## config.mk

```make
export PLATFORM = sky130hd
export DESIGN_NAME = f2f_bit_recover
export DESIGN_NICKNAME = d
export VERILOG_FILES = /design/src/rtl/f2f_pkg.sv /design/src/rtl/f2f_interval_meter.sv /design/src/rtl/f2f_sync_hunter.sv /design/src/rtl/f2f_cell_tracker.sv /design/src/rtl/f2f_bit_recover.sv
export SDC_FILE = /design/constraint.sdc
export NUM_CORES = 1
export LEC_CHECK = 0
export ABC_AREA = 1
export BUFFER_PORTS_ARGS = -buffer_cell sky130_fd_sc_hd__clkbuf_2
export CAP_MARGIN = 10
export CORE_MARGIN = 3
export CORE_UTILIZATION = 71
export CTS_BUF_LIST = sky130_fd_sc_hd__clkbuf_16
export DETAILED_ROUTE_END_ITERATION = 6
export PLACE_DENSITY = 0.93
export SYNTH_ARGS = -nofsm -noshare
export SYNTH_HDL_FRONTEND = slang
export SYNTH_HIERARCHICAL = 1
export SYNTH_SLANG_ARGS = --single-unit
```

## constraint.sdc

```tcl
create_clock -name clk -period 14 [get_ports clk]
set_input_delay 2.8 -clock clk [delete_from_list [all_inputs] [get_ports clk]]
set_output_delay 2.8 -clock clk [all_outputs]
set_load 0.05 [all_outputs]
```

## src/rtl/f2f_pkg.sv

```systemverilog
// Shared helpers for the biphase bit recovery block.
// Assumes: interval and period values are unsigned counter differences.
package f2f_pkg;

    // Classification of one interval against the running cell period
    typedef enum logic [1:0] {
        CELL_HALF = 2'd0,
        CELL_FULL = 2'd1,
        CELL_LONG = 2'd2
    } cell_kind_e;

endpackage

```

## src/rtl/f2f_interval_meter.sv

```systemverilog
// Converts timestamped transition events into intervals between consecutive events.
// Assumes: the stamp counter wraps at 2^STAMP_W and no real interval reaches that span.
module f2f_interval_meter #(
    parameter int STAMP_W = 16
) (
    input  logic               clk,
    input  logic               rst_n,
    input  logic               evt,
    input  logic [STAMP_W-1:0] stamp,
    output logic               iv_valid,
    output logic [STAMP_W-1:0] iv_len
);

    logic               have_ref_q;
    logic [STAMP_W-1:0] last_q;

    // Remember the stamp of the latest event as the next reference
    always_ff @(posedge clk) begin
        if (!rst_n) begin
            have_ref_q <= 1'b0;
            last_q     <= '0;
        end else if (evt) begin
            have_ref_q <= 1'b1;
            last_q     <= stamp;
        end
    end

    // Modular difference gives the interval; the first event only sets the reference
    assign iv_valid = evt & have_ref_q;
    assign iv_len   = stamp - last_q;

endmodule

```

## src/rtl/f2f_sync_hunter.sv

```systemverilog
// Searches for a run of near-equal intervals (the leading zeros) and reports
// their average as the initial cell period.
// Assumes: held idle (enable low) while the decoder is locked.
module f2f_sync_hunter #(
    parameter int STAMP_W  = 16,
    parameter int RUN_LOG2 = 3
) (
    input  logic               clk,
    input  logic               rst_n,
    input  logic               enable,
    input  logic               iv_valid,
    input  logic [STAMP_W-1:0] iv_len,
    output logic               found,
    output logic [STAMP_W-1:0] avg_period
);

    localparam int RUN_LEN = 1 << RUN_LOG2;
    localparam int CNT_W   = RUN_LOG2 + 1;
    localparam int SUM_W   = STAMP_W + RUN_LOG2;

    logic [CNT_W-1:0]   run_q, run_d;
    logic [SUM_W-1:0]   sum_q, sum_d;
    logic [STAMP_W-1:0] prev_q;
    logic [STAMP_W-1:0] gap;
    logic               near, extend;

    // Decide whether the new interval continues the current run
    always_comb begin
        gap    = (iv_len >= prev_q) ? (iv_len - prev_q) : (prev_q - iv_len);
        near   = {gap, 2'b00} <= {2'b00, prev_q};
        extend = (run_q != '0) && near;
        run_d  = extend ? (run_q + CNT_W'(1)) : CNT_W'(1);
        sum_d  = extend ? (sum_q + SUM_W'(iv_len)) : SUM_W'(iv_len);
    end

    assign found      = enable & iv_valid & (run_d == CNT_W'(RUN_LEN));
    assign avg_period = sum_d[SUM_W-1:RUN_LOG2];

    // Track run length, running sum and previous interval while hunting
    always_ff @(posedge clk) begin
        if (!rst_n) begin
            run_q  <= '0;
            sum_q  <= '0;
            prev_q <= '0;
        end else if (!enable) begin
            run_q  <= '0;
        end else if (iv_valid) begin
            run_q  <= found ? '0 : run_d;
            sum_q  <= sum_d;
            prev_q <= iv_len;
        end
    end

endmodule

```

## src/rtl/f2f_cell_tracker.sv

```systemverilog
// Classifies intervals against the running cell period, pairs half-cells into
// ones, reports faults and adapts the period after each decoded bit.
// Assumes: period stays below 2^(STAMP_W-2) so the update never wraps.
module f2f_cell_tracker
    import f2f_pkg::*;
#(
    parameter int STAMP_W = 16
) (
    input  logic               clk,
    input  logic               rst_n,
    input  logic               load,
    input  logic [STAMP_W-1:0] load_period,
    input  logic               active,
    input  logic               iv_valid,
    input  logic [STAMP_W-1:0] iv_len,
    output logic               fire,
    output logic               value,
    output logic               fault
);

    localparam int WIDE_W = STAMP_W + 3;

    logic [STAMP_W-1:0]       period_q, half_q;
    logic                     pend_q;
    logic [STAMP_W+1:0]       three_p;
    cell_kind_e               kind;
    logic                     step;
    logic [STAMP_W:0]         meas;
    logic signed [WIDE_W-1:0] delta;
    logic [STAMP_W-1:0]       period_d;

    // Classify the interval as half, full or too long
    always_comb begin
        three_p = {1'b0, period_q, 1'b0} + {2'b00, period_q};
        if ({1'b0, iv_len} > {period_q, 1'b0})
            kind = CELL_LONG;
        else if ({iv_len, 2'b00} < three_p)
            kind = CELL_HALF;
        else
            kind = CELL_FULL;
    end

    // Decide the bit or fault outcome for this interval
    always_comb begin
        step  = active & iv_valid;
        fault = step & ((kind == CELL_LONG) | ((kind == CELL_FULL) & pend_q));
        fire  = step & ~fault & ((kind == CELL_FULL) | pend_q);
        value = fire & (kind == CELL_HALF);
    end

    // Next period: move a quarter of the way toward the measured cell length
    always_comb begin
        meas     = (kind == CELL_HALF) ? ({1'b0, half_q} + {1'b0, iv_len}) : {1'b0, iv_len};
        delta    = $signed({2'b00, meas}) - $signed({3'b000, period_q});
        period_d = STAMP_W'($signed({3'b000, period_q}) + (delta >>> 2));
    end

    // Hold period, pending half-cell flag and first-half length
    always_ff @(posedge clk) begin
        if (!rst_n) begin
            period_q <= '0;
            half_q   <= '0;
            pend_q   <= 1'b0;
        end else if (load) begin
            period_q <= load_period;
            pend_q   <= 1'b0;
        end else if (step) begin
            if (fault) begin
                pend_q <= 1'b0;
            end else if (fire) begin
                period_q <= period_d;
                pend_q   <= 1'b0;
            end else begin
                pend_q <= 1'b1;
                half_q <= iv_len;
            end
        end
    end

endmodule

```

## src/rtl/f2f_bit_recover.sv

```systemverilog
// Top of the biphase bit recovery block: measures intervals, hunts for sync on
// the leading zeros, then decodes bits with an adaptive cell period.
// Assumes: at most one transition event per clock, stamps from a free-running counter.
module f2f_bit_recover #(
    parameter int STAMP_W  = 16,
    parameter int RUN_LOG2 = 3
) (
    input  logic               clk,
    input  logic               rst_n,
    input  logic               flux_evt,
    input  logic [STAMP_W-1:0] flux_stamp,
    output logic               bit_strobe,
    output logic               bit_data,
    output logic               sync_lock,
    output logic               bit_err
);

    logic               iv_valid;
    logic [STAMP_W-1:0] iv_len;
    logic               found;
    logic [STAMP_W-1:0] avg_period;
    logic               fire, value, fault;
    logic               lock_q, strobe_q, data_q, err_q;

    f2f_interval_meter #(.STAMP_W(STAMP_W)) u_meter (
        .clk(clk), .rst_n(rst_n), .evt(flux_evt), .stamp(flux_stamp),
        .iv_valid(iv_valid), .iv_len(iv_len)
    );

    f2f_sync_hunter #(.STAMP_W(STAMP_W), .RUN_LOG2(RUN_LOG2)) u_hunter (
        .clk(clk), .rst_n(rst_n), .enable(~lock_q),
        .iv_valid(iv_valid), .iv_len(iv_len),
        .found(found), .avg_period(avg_period)
    );

    f2f_cell_tracker #(.STAMP_W(STAMP_W)) u_tracker (
        .clk(clk), .rst_n(rst_n), .load(found), .load_period(avg_period),
        .active(lock_q), .iv_valid(iv_valid), .iv_len(iv_len),
        .fire(fire), .value(value), .fault(fault)
    );

    // Lock state and registered bit/error outputs
    always_ff @(posedge clk) begin
        if (!rst_n) begin
            lock_q   <= 1'b0;
            strobe_q <= 1'b0;
            data_q   <= 1'b0;
            err_q    <= 1'b0;
        end else begin
            if (found)
                lock_q <= 1'b1;
            else if (fault)
                lock_q <= 1'b0;
            strobe_q <= fire;
            data_q   <= value;
            err_q    <= fault;
        end
    end

    assign bit_strobe = strobe_q;
    assign bit_data   = data_q;
    assign sync_lock  = lock_q;
    assign bit_err    = err_q;

endmodule

```

Yosys cells after proc, flatten, opt, wreduce, memory -nomap -nowiden
Index checks and enable logic that the tools add are counted.

cells by class
  eq/ne operators = 4
  bitwise operators = 16
  magnitude comparators = 4
  reductions and logical operators = 11
  add/sub/neg operators = 9
  muxes and demuxes = 15

operator list
  cell                                          count
  2-to-1 mux 16 bit                             5
  subtractor 16 bit                             3
  adder 19 x 16 -> 19 bit                       1
  2-to-1 mux 19 bit                             1
  adder 17 x 16 -> 18 bit                       1
  <= comparator 18 x 16 -> 1 bit                1
  < comparator 18 bit                           1
  subtractor 17 x 16 -> 18 bit                  1
  adder 16 x 16 -> 17 bit                       1
  greater-than comparator 16 x 17 -> 1 bit      1
  2-to-1 mux 17 bit                             1
  adder 16 bit                                  1
  >= comparator 16 bit                          1
  AND 1 bit                                     9
  2-to-1 mux 4 bit                              2
  nonzero test 2 bit                            3
  2-to-1 mux 1 bit                              5
  NOT 1 bit                                     5
  adder 4 x 1 -> 4 bit (second input constant)  1
  equality test 4 bit (second input constant)   1
  AND reduction 4 bit                           1
  nonzero test 4 bit                            1
  OR reduction 2 bit                            2
  AND reduction 3 bit                           1
  other kinds (8)                               9

word-level totals
  input port bits = 19
  output and inout bits = 4
  flip-flop bits (word level) = 93
  logic and storage cells = 71

Logic depth before layout (Yosys ltp)
Gate-level depths: netlist of run 1.

  word-level depth = 15
  gate-level depth with buffers = 48
  gate-level depth less buffers = 47

Modules after synthesis
Netlist of run 1, hierarchy kept.

by module, submodules not included
  module              cells each  area each (µm²)  sequential area each (µm²)  instances
  f2f_cell_tracker    795         5242.5           660.6                       1
  f2f_sync_hunter     800         4912.2           780.7                       1
  f2f_interval_meter  253         1508.9           340.3                       1
  f2f_bit_recover     16          130.1            80.1                        1

Least setup slack after synthesis of run 1
No wires, ideal clock.

  path kind = input to register
  from = input flux_stamp[0]
  to = register u_tracker.period_q[8]
  library setup time = 0.133 ns
  path slack = 5.522 ns
  stages = 40
  path buffers = 3
  required time = 13.867 ns
  data arrival time = 8.346 ns
  cell sequence = inv_1 > ha_1 > fa_1 > inv_1 > nand4_1 > nand2_1 > xor2_1 > inv_1 > ha_1 > nand2_2 > nor2_2 > nand4_1 > nand3_2 > nand2_1 > nand2_4 > buf_2 > a31oi_1 > xnor2_1 > [4 not listed] > nand2_1 > nand2_1 > nand2_1 > nand2_1 > nand2_1 > nand2_1 > nand2_1 > nand2_1 > a21oi_1 > nand2_2 > buf_6 > nor3b_1 > inv_1 > nand2_4 > clkinv_2 > buf_6 > nand2_1 > a31oi_1

on the way
  elaborated cells on any way between the ends = 38
  those cells by class = add/sub: 7; order compare: 4; eq/ne: 4; mux: 10; bitwise: 8; reduce/logical: 5

RTL lines
  what                                                                           line                      source
  start: declaration                                                             f2f_bit_recover.sv:11     input logic [STAMP_W-1:0] flux_stamp,
  subtractor 16 bit *                                                            f2f_interval_meter.sv:30  assign iv_len = stamp - last_q;
  via iv_len[6]                                                                  f2f_bit_recover.sv:19     logic [STAMP_W-1:0] iv_len;
  subtractor 16 bit / >= comparator 16 bit (equally long branches)               f2f_sync_hunter.sv:29     gap = (iv_len >= prev_q) ? (iv_len - prev_q) : (prev_q - iv_len);
  2-to-1 mux 16 bit *                                                            f2f_sync_hunter.sv:29
  <= comparator 18 x 16 -> 1 bit *                                               f2f_sync_hunter.sv:30     near = {gap, 2'b00} <= {2'b00, prev_q};
  logical AND 1 bit *                                                            f2f_sync_hunter.sv:31     extend = (run_q != '0) && near;
  2-to-1 mux 4 bit *                                                             f2f_sync_hunter.sv:32     run_d = extend ? (run_q + CNT_W'(1)) : CNT_W'(1);
  equality test 4 bit *                                                          f2f_sync_hunter.sv:36     assign found = enable & iv_valid & (run_d == CNT_W'(RUN_LEN));
  AND 1 bit *                                                                    f2f_sync_hunter.sv:36
  via found                                                                      f2f_bit_recover.sv:20     logic found;
  != test 2 x 1 -> 1 bit (no line) / nonzero test 2 bit (equally long branches)  -
  AND reduction 3 bit (no line)                                                  -
  end signal: assignment                                                         f2f_cell_tracker.sv:65    period_q <= load_period;
  end signal: assignment                                                         f2f_cell_tracker.sv:71    period_q <= period_d;
  end: declaration                                                               f2f_cell_tracker.sv:23    logic [STAMP_W-1:0] period_q, half_q;

The timed path passes the listed nets; every way through them passes the cells marked *. The select of a mux whose other input is x is not followed.
A chain may end at the register's enable or synchronous reset.

Worst setup path in the final report of run 1
  from = input flux_stamp[0]
  to = register u_tracker.period_q[5]

The elaborated chain is that of the path after synthesis.

==> results of run 1 <==
==> path summary, 6_finish.rpt <==
check | endpoint | cells past startpoint | from
min reg2reg | u_meter/last_q[4] | 2 | u_meter/last_q[4]
max | u_tracker/period_q[5] | 41 | flux_stamp[0]
min | u_meter/last_q[4] | 2 | u_meter/last_q[4]
max reg2reg | u_tracker/period_q[15] | 43 | u_tracker/period_q[1]
==> per-layer routing <==
layer	vias to the layer above	track usage, %	part of all wire, %
li1	6054	-	-
met1	5761	49.3	41
met2	808	58.2	44
met3	133	7.56	11
met4	0	15.3	4.1
met5	-	0	0
==> area by class of cell <==
| cell class | instances | area [um2] |
|---|---|---|
| tap | 216 | 270 |
| timing repair buffer | 32 | 185 |
| clock buffer | 9 | 225 |
| inverter | 282 | 1060 |
| multi-input combinational | 1444 | 8600 |
| clock inverter | 7 | 57.6 |
| sequential | 93 | 1860 |
| fill | 1220 | 3800 |
==> stage by stage <==
stage,total power [mW],worst slack (ns)
6_report,1.61,4.33
2_1_floorplan,1.09,5.52
3_5_place_dp,1.32,4.25
5_1_grt,1.73,3.75
3_3_place_gp,1.28,4.51
4_1_cts,1.57,4.52
==> state kept, by name, summed over array words and instances (netlist names), 4 cells and up <==
| signal | count |
|---|---|
| u_tracker/half_q | 16 |
| u_hunter/prev_q | 16 |
| u_hunter/sum_q | 19 |
| u_meter/last_q | 16 |
| u_tracker/period_q | 16 |
| u_hunter/run_q | 4 |
==> worst max-delay path: cells and delay by family <==
family	cells	cell delay [ns]
buf+inv	9	1.01
simple gates	24	3.48
xor+xnor	1	0.14
fa+ha+maj	4	1.31
compound gates	3	1.10
==> synthesized netlist by cell type, drive strengths merged (4+ instances only) <==
cell type	instances
o21bai	9
inv	278
buf	26
o211ai	7
fa	7
xor2	63
nand2	506
a31oi	18
a21o	5
or2	6
dfxtp	93
nor3	22
nor2	162
nand4	15
clkinv	4
nor4	5
ha	173
a211oi	5
nand3	91
xnor2	19
a21oi	184
clkbuf	19
o21ai	125
==> cells by family after synthesis <==
kind of cell,after synthesis,share of synthesized area (%)
buf+inv,327,11.4
simple gates,811,29.9
compound gates,370,17.2
mux,1,0.0849
fa+ha+maj,180,19.5
xor+xnor,82,6.09
flops,93,15.8
==> power groups by stage <==
| stage | Clock, mW | Combinational, mW | Sequential (mW) |
|---|---|---|---|
| final | 0.245 | 1.08 | 0.282 |
| after detailed placement | 0 | 1.03 | 0.288 |
| after CTS | 0.245 | 1.04 | 0.282 |
| after global routing | 0.257 | 1.19 | 0.283 |
| after floorplan | 0 | 0.802 | 0.286 |
| after global placement | 0 | 0.995 | 0.287 |
==> results.sh, run 1 <==
export IMPL_yosysTopAreaCell="ha_1"
export IMPL_wl_per_cell_um=16.4
export IMPL_post_cts_setup_buffers=0
export IMPL_netlist_area_leader_share_pct=18.4
export IMPL_start_util_pct=73.4
export IMPL_drtIter0Drc=1663
export IMPL_grt_util_all_layers_pct=36.9
export IMPL_maxSlewHeadroom_pct=27.6
export IMPL_synth_distinct_cells=58
export IMPL_grt_overflow_total=0
export IMPL_fin_skew_ns=0.00992
export IMPL_async_reset_ff_share_pct=0
export IMPL_ys_ff_latch=93
export IMPL_clockRootBuffer="clkbuf_16"
export IMPL_ant_nets=0
export IMPL_antenna_found_initial=0
export IMPL_placed_area_um2=12000
export IMPL_syn_inst=1864
export IMPL_die_h_um=135
export IMPL_ios=23
export IMPL_netSwitchingFraction_pct=51.9
export IMPL_finalSetupViolCount=0
export IMPL_clk_path_buf_depth=2
export IMPL_power_internal_mw=0.774
export IMPL_p_clk_share_pct=15.2
export IMPL_drt_pass1_iter_count=7
export IMPL_yosys_warnings=6
export IMPL_synth_area_um2=11800
export IMPL_grt_pass1_vias=11500
export IMPL_arrival_ns=9.88
export IMPL_dp_hpwl_um=26000
export IMPL_layout_min_cycle_time_ns=9.67
export IMPL_worst_path_most_repeated_cell="nand2_1"
export IMPL_area_delta_synth_final_pct=3.94
export IMPL_slew_viol_final=0
export IMPL_whs_ns=0.462
export IMPL_p_per_area_nw_per_um2=131
export IMPL_io_buffers=22
export IMPL_cts_htree_levels=3
export IMPL_numPlacedInstances=2067
export IMPL_grt_max_degree=61
export IMPL_yosysSeqAreaShare_pct=15.8
export IMPL_final_cell_mix="464 x nand2_1, 272 x inv_1, 182 x a21oi_1"
export IMPL_hold_path_class="flip-flop to flip-flop"
export IMPL_slowest_delay_ns=0.82
export IMPL_cts_resized=0
export IMPL_ys_flop_type="dfxtp_1"
export IMPL_design_area_um2=12300
export IMPL_rsz0062_at_grt="false"
export IMPL_path_class="input port to flip-flop"
export IMPL_grt_pass1_wl_um=54900
export IMPL_hold_buffers=0
export IMPL_drv_cap=0
export IMPL_drc_errors=0
export IMPL_clock_latency_ns=0.36
export IMPL_gp_congestion=1.10
export IMPL_nNetsFinal=2061
export IMPL_post_route_period_util_pct=69.1
export IMPL_power_switching_mw=0.836
export IMPL_total_leakage_power_nw=6.35
export IMPL_start_kind="input port"
export IMPL_p_comb_share_pct=67.3
export IMPL_end_kind="flip-flop"
export IMPL_cts_buffers=9
export IMPL_syn_nets=2063
export IMPL_ir_drop_v=0.0000812
export IMPL_wl_um=34200
export IMPL_tightest_slew_ns=1.09
export IMPL_ys_top_cells_by_area="ha_1 18%, dfxtp_1 16%, nand2_1 15%, inv_1 8.6%, a21oi_1 7.7%"
export IMPL_cp_max_fo=24
export IMPL_via_per_inst=6.12
export IMPL_cts_sinks=93
export IMPL_die_x_um=135
export IMPL_crit_slowest_cell="a21oi_1"
export IMPL_clock_fmax_mhz=103
export IMPL_n_antenna_cell=0
export IMPL_pwr_share_seq_pct=17.5
export IMPL_status="finished, final reports clean"
export IMPL_mostFrequentLayoutCell="nand2_1"
export IMPL_finalHoldViolations=0
export IMPL_core_area_um2=16100
export IMPL_tns_ns=0
export IMPL_synth_edf_count=0
export IMPL_finish_utilization_pct=76.3
export IMPL_clk_pin_slew_ns=0.07
export IMPL_synth_avg_cell_area_um2=6.33
export IMPL_layout_drive_gt1_share_pct=7.34
export IMPL_via_count=12800
export IMPL_cts_tree="built"
export IMPL_fin_cells=2083
export IMPL_rows=46
export IMPL_rrSetupSlack_ns=6.27
export IMPL_die_area_um2=18200
export IMPL_cp_required_ns=14.21
Power figures use the tool's default switching activity.
==> run 2, diff against run 1 <==
CORE_UTILIZATION = 66   (was 71)
PLACE_DENSITY = 0.87   (was 0.93)
clock period = 8.9 ns   (was 14 ns; I/O delays follow)
==> results.sh, run 2 (synthesis gave the netlist of run 1 again) <==
export IMPL_cts_htree_levels=3
export IMPL_numPlacedInstances=2085
export IMPL_die_h_um=140
export IMPL_grt_pass1_vias=11600
export IMPL_cts_sinks=93
export IMPL_core_area_um2=17400
export IMPL_final_cell_mix="464 x nand2_1, 271 x inv_1, 182 x a21oi_1"
export IMPL_fin_skew_ns=0.0153
export IMPL_end_kind="flip-flop"
export IMPL_crit_slowest_cell="xnor2_1"
export IMPL_drc_errors=0
export IMPL_cts_resized=0
export IMPL_die_area_um2=19500
export IMPL_io_buffers=22
export IMPL_arrival_ns=8.32
export IMPL_drv_cap=0
export IMPL_clk_pin_slew_ns=0.07
export IMPL_total_leakage_power_nw=6.41
export IMPL_grt_pass1_wl_um=56700
export IMPL_top_register="u_hunter/sum_q"
export IMPL_via_count=12300
export IMPL_fin_cells=2101
export IMPL_layout_drive_gt1_share_pct=7.94
export IMPL_gp_congestion=1.07
export IMPL_hold_buffers=0
export IMPL_post_route_period_util_pct=90.2
export IMPL_finalSetupViolCount=0
export IMPL_n_antenna_cell=0
export IMPL_area_delta_synth_final_pct=4.82
export IMPL_wl_per_cell_um=16.5
export IMPL_grt_overflow_total=0
export IMPL_ios=23
export IMPL_via_per_inst=5.86
export IMPL_wl_um=34800
export IMPL_ant_nets=0
export IMPL_p_per_area_nw_per_um2=207
export IMPL_grt_max_degree=60
export IMPL_finalHoldViolations=0
export IMPL_drtIter0Drc=1279
export IMPL_antenna_found_initial=0
export IMPL_slew_viol_final=0
export IMPL_nNetsFinal=2070
export IMPL_rsz0062_at_grt="false"
export IMPL_cts_buffers=9
export IMPL_post_cts_setup_buffers=0
export IMPL_clk_path_buf_depth=2
export IMPL_cp_max_fo=23
export IMPL_grt_util_all_layers_pct=35.3
export IMPL_largest_reg_flops=19
export IMPL_rows=48
export IMPL_place_ws_ns=0.708
export IMPL_maxSlewHeadroom_pct=39.9
export IMPL_setup_slack_ns=0.869
export IMPL_mostFrequentLayoutCell="nand2_1"
export IMPL_worst_path_most_repeated_cell="nand2_1"
export IMPL_cp_required_ns=9.19
export IMPL_start_kind="input port"
export IMPL_dp_hpwl_um=27100
export IMPL_drt_pass1_iter_count=7
export IMPL_start_util_pct=67.7
export IMPL_clockRootBuffer="clkbuf_16"
export IMPL_hold_path_class="flip-flop to flip-flop"
export IMPL_tightest_slew_ns=0.895
export IMPL_clock_fmax_mhz=125
export IMPL_die_x_um=140
export IMPL_slowest_delay_ns=0.71
export IMPL_layout_min_cycle_time_ns=8.03
export IMPL_status="finished, final reports clean"
export IMPL_ir_drop_v=0.000126
export IMPL_cts_tree="built"
export IMPL_path_class="input port to flip-flop"
export IMPL_clock_latency_ns=0.36
export IMPL_tns_ns=0
-- run 2: changes by cell type in the layout (fill, tap and decap cells not counted) --
cell / previous run / this run
buf_4: 10 / 19
clkinv_1: 6 / 4
clkinv_2: 2 / 1
clkinv_4: 0 / 2
clkinvlp_4: 1 / 0
inv_1: 272 / 271
inv_6: 0 / 1
inv_8: 0 / 2
-- run 2: metrics by stage --
step	util (%)	hold slack, ns	total power [mW]	cell area [um2]
after floorplan	-	0.428	1.71	11800
after global placement	69.2	0.436	2.06	12100
after detailed placement	69.2	0.449	2.09	12100
after CTS	71.0	0.466	2.51	12400
after global routing	71.0	0.487	2.77	12400
final	71.0	0.465	2.56	12400
-- run 2: path summary, 6_finish.rpt --
kind / from / endpoint / slack [ns] / cells after the start
setup reg to reg: u_tracker/period_q[1] / u_tracker/period_q[10] / 1.58 / 41
hold / removal: u_meter/last_q[8] / u_meter/last_q[8] / 0.47 / 2
setup / recovery: flux_stamp[0] / u_tracker/period_q[10] / 0.87 / 36
hold reg to reg: u_meter/last_q[8] / u_meter/last_q[8] / 0.47 / 2
-- run 2: routing by layer --
metal  part of all wire (%)  vias up  wire length, um  GRT usage, %
li1                       -     6062                -             -
met1                     42     5584            14600          46.3
met2                     45      579            15800          58.3
met3                    9.7       95             3380          7.39
met4                    2.9        0             1020          11.4
met5                      0        -                0             0
-- run 2: layout make-up --
| type | instances | area [um2] |
|---|---|---|
| Clock inverter | 7 | 82.6 |
| Timing Repair Buffer | 41 | 253 |
| Multi-Input combinational cell | 1444 | 8600 |
| Fill cell | 1532 | 5050 |
| Inverter | 282 | 1060 |
| Clock buffer | 9 | 225 |
| Sequential cell | 93 | 1860 |
| Tap cell | 225 | 282 |
-- run 2: critical path, delay by kind of cell --
family	cells	cell delay [ns]
buffers and inverters	5	0.64
adder cells (fa/ha/maj)	5	1.57
AND/OR/NAND/NOR	14	1.59
AO/OA/AOI/OAI	9	1.66
XOR/XNOR	3	1.02
-- run 2: where the power goes --
| group | internal [mW] | leakage [nW] | switching (mW) |
|---|---|---|---|
| Combinational | 0.582 | 5.50 | 1.12 |
| Sequential | 0.433 | 0.759 | 0.0106 |
| Clock | 0.223 | 0.151 | 0.192 |
==> run 3, diff against run 2 <==
ABC_AREA = not set   (was 1)
CORE_UTILIZATION = 65   (was 66)
PLACE_DENSITY = 0.86   (was 0.87)
==> results.sh, run 3 <==
export IMPL_status="finished, final reports clean"
export IMPL_gp_congestion=0.959
export IMPL_nNetsFinal=1704
export IMPL_yosysTopAreaCell="ha_1"
export IMPL_cts_sinks=93
export IMPL_design_area_um2=12200
export IMPL_mostFrequentLayoutCell="ha_1"
export IMPL_core_area_um2=16600
export IMPL_grt_max_degree=53
export IMPL_dp_hpwl_um=24400
export IMPL_finalHoldViolations=0
export IMPL_n_antenna_cell=0
export IMPL_crit_slowest_cell="a2111o_1"
export IMPL_hp_start="u_hunter/prev_q[15]"
export IMPL_ys_flop_type="dfxtp_1"
export IMPL_cts_tree="built"
export IMPL_via_per_inst=6.46
export IMPL_r2r_end="u_tracker/period_q[15]"
export IMPL_die_area_um2=18600
export IMPL_maxUsedRoutingLayer="met4"
export IMPL_grt_overflow_total=0
export IMPL_wl_per_cell_um=18.6
export IMPL_rrSetupSlack_ns=0.48
export IMPL_finish_utilization_pct=73.6
export IMPL_drv_cap=0
export IMPL_clock_fmax_mhz=116
export IMPL_largest_reg_flops=19
export IMPL_p_per_area_nw_per_um2=192
export IMPL_seq_area_um2=1860
export IMPL_hold_buffers=0
export IMPL_end_kind="flip-flop"
export IMPL_post_route_period_util_pct=97.1
export IMPL_ir_drop_v=0.000128
export IMPL_syn_inst=1465
export IMPL_drt_met1_wl_um=14000
export IMPL_dr_wl_met2_um=14300
export IMPL_synth_most_common_cell="ha_1"
export IMPL_drc_errors=0
export IMPL_grt_pass1_wl_um=50800
export IMPL_clk_pin_slew_ns=0.08
export IMPL_layout_drive_gt1_share_pct=12.3
export IMPL_yosys_warnings=6
export IMPL_grt_util_all_layers_pct=34.0
export IMPL_ant_nets=0
export IMPL_syn_nets=1664
export IMPL_layout_min_cycle_time_ns=8.65
export IMPL_drt_pass1_iter_count=6
export IMPL_via_count=11200
export IMPL_async_reset_ff_share_pct=0
export IMPL_clk_path_buf_depth=2
export IMPL_cp_required_ns=9.15
export IMPL_reg2reg_depth=43
export IMPL_total_leakage_power_nw=5.24
export IMPL_arrival_ns=8.90
export IMPL_final_cell_mix="170 x ha_1, 155 x nand2_1, 151 x a21oi_1"
export IMPL_finalSetupViolCount=0
export IMPL_reg2reg_from="u_tracker/period_q[0]"
export IMPL_wl_met3_um=2700
export IMPL_synth_avg_cell_area_um2=7.53
export IMPL_ys_top_cells_by_area="ha_1 20%, dfxtp_1 17%, a21oi_1 7.3%, nand2_1 5.3%, xnor2_1 4.8%"
export IMPL_whs_endpoint="u_hunter/prev_q[15]"
export IMPL_ys_ff_latch=93
export IMPL_cts_htree_levels=3
export IMPL_worst_path_most_repeated_cell="ha_1"
export IMPL_path_class="input port to flip-flop"
export IMPL_wl_um=32100
export IMPL_tightest_slew_ns=1.32
export IMPL_top_register="u_hunter/sum_q"
export IMPL_synth_edf_count=0
export IMPL_slowest_delay_ns=0.46
export IMPL_slew_viol_final=0
export IMPL_area_delta_synth_final_pct=10.6
export IMPL_yosys_top_cells_count="173 x ha_1, 160 x a21oi_1, 155 x nand2_1, 111 x inv_1, 93 x dfxtp_1"
export IMPL_die_x_um=136
export IMPL_fin_skew_ns=0.00921
export IMPL_grt_pass1_vias=10200
export IMPL_cp_max_fo=11
export IMPL_start_kind="input port"
export IMPL_netlist_area_leader_share_pct=19.6
export IMPL_yosysSeqAreaShare_pct=16.9
export IMPL_synth_distinct_cells=85
export IMPL_drtIter0Drc=1092
export IMPL_holdPathStages=2
export IMPL_maxSlewHeadroom_pct=10.1
export IMPL_clock_latency_ns=0.36
export IMPL_cts_buffers=9
export IMPL_num_fill_cells=1304
export IMPL_rows=47
export IMPL_synth_area_um2=11000
export IMPL_start_util_pct=66.5
export IMPL_hold_path_class="flip-flop to flip-flop"
export IMPL_multi_input_area_um2=8600
export IMPL_die_h_um=136
export IMPL_io_buffers=22
export IMPL_ios=23
export IMPL_clockRootBuffer="clkbuf_16"
export IMPL_antenna_found_initial=0
export IMPL_placed_area_um2=11700
==> run 3: kinds of logic (layout without fill, tap and decap cells) <==
family | count (synthesis) | after routing | synth area share (%)
AO/OA/AOI/OAI | 438 | 438 | 25.1
adder cells (fa/ha/maj) | 180 | 180 | 20.9
flip-flops | 93 | 93 | 16.9
AND/OR/NAND/NOR | 442 | 442 | 19.4
multiplexers | 37 | 37 | 3.52
XOR/XNOR | 91 | 91 | 7.22
buffers and inverters | 184 | 229 | 7.05
==> run 3: final cells by class <==
class / count / share of cell area [%]
Multi-Input combinational cell: 1188 / 70.5
Sequential cell: 93 / 15.3
Timing Repair Buffer: 100 / 6.08
Inverter: 113 / 3.47
Tap cell: 220 / 2.26
Clock buffer: 9 / 1.85
Clock inverter: 7 / 0.595
==> run 3: timing repair <==
action,4_1_cts,5_1_grt
gates resized for setup,0,30
buffers inserted,0,5
endpoints found under the setup margin,0,28
==> run 3: how the worst max path moves through the flow <==
stage / endpoint / start / slack, ns / cells past startpoint
after global placement: u_tracker/period_q[15] / flux_stamp[0] / 0.13 / 39
after global routing: u_tracker/period_q[14] / flux_stamp[0] / -0.11 / 37
after floorplan: u_tracker/period_q[15] / flux_stamp[0] / 0.01 / 35
after detailed placement: u_tracker/period_q[15] / flux_stamp[0] / -0.16 / 37
after CTS: u_tracker/period_q[15] / flux_stamp[0] / 0.18 / 38
final: u_tracker/period_q[14] / flux_stamp[0] / 0.25 / 38
==> run 3: layer usage <==
layer,vias up,GRT usage (%)
li1,5318,-
met1,5233,46.3
met2,535,53.8
met3,85,4.96
met4,0,14.3
met5,-,1.39
==> run 3: through the flow <==
| stage | instances | power (mW) | TNS [ns] | worst slack [ns] | hold WS (ns) |
|---|---|---|---|---|---|
| 2_1_floorplan | 1465 | 1.49 | 0 | 0.0106 | 0.420 |
| 3_3_place_gp | 1708 | 1.81 | 0 | 0.133 | 0.429 |
| 3_5_place_dp | 1708 | 1.85 | -0.286 | -0.159 | 0.451 |
| 4_1_cts | 1724 | 2.26 | 0 | 0.176 | 0.460 |
| 5_1_grt | 1730 | 2.51 | -0.208 | -0.112 | 0.483 |
| 6_report | 1730 | 2.35 | 0 | 0.255 | 0.464 |
==> run 3: worst max-delay path, delay by kind of cell <==
family	cells	cell delay, ns
xor gates and xnor gates	2	0.23
buffers and inverters	4	0.37
AOI/OAI and AO/OA	19	3.54
and+or+nand+nor	8	1.40
adders and majority gates	5	1.57
==> run 3: report_power, final <==
| group | switching, mW | total [mW] | leakage, nW | internal (mW) |
|---|---|---|---|---|
| Sequential | 0.0102 | 0.441 | 0.757 | 0.431 |
| Clock | 0.188 | 0.408 | 0.150 | 0.220 |
| Combinational | 0.868 | 1.50 | 4.33 | 0.628 |
| Total | 1.07 | 2.35 | 5.24 | 1.28 |
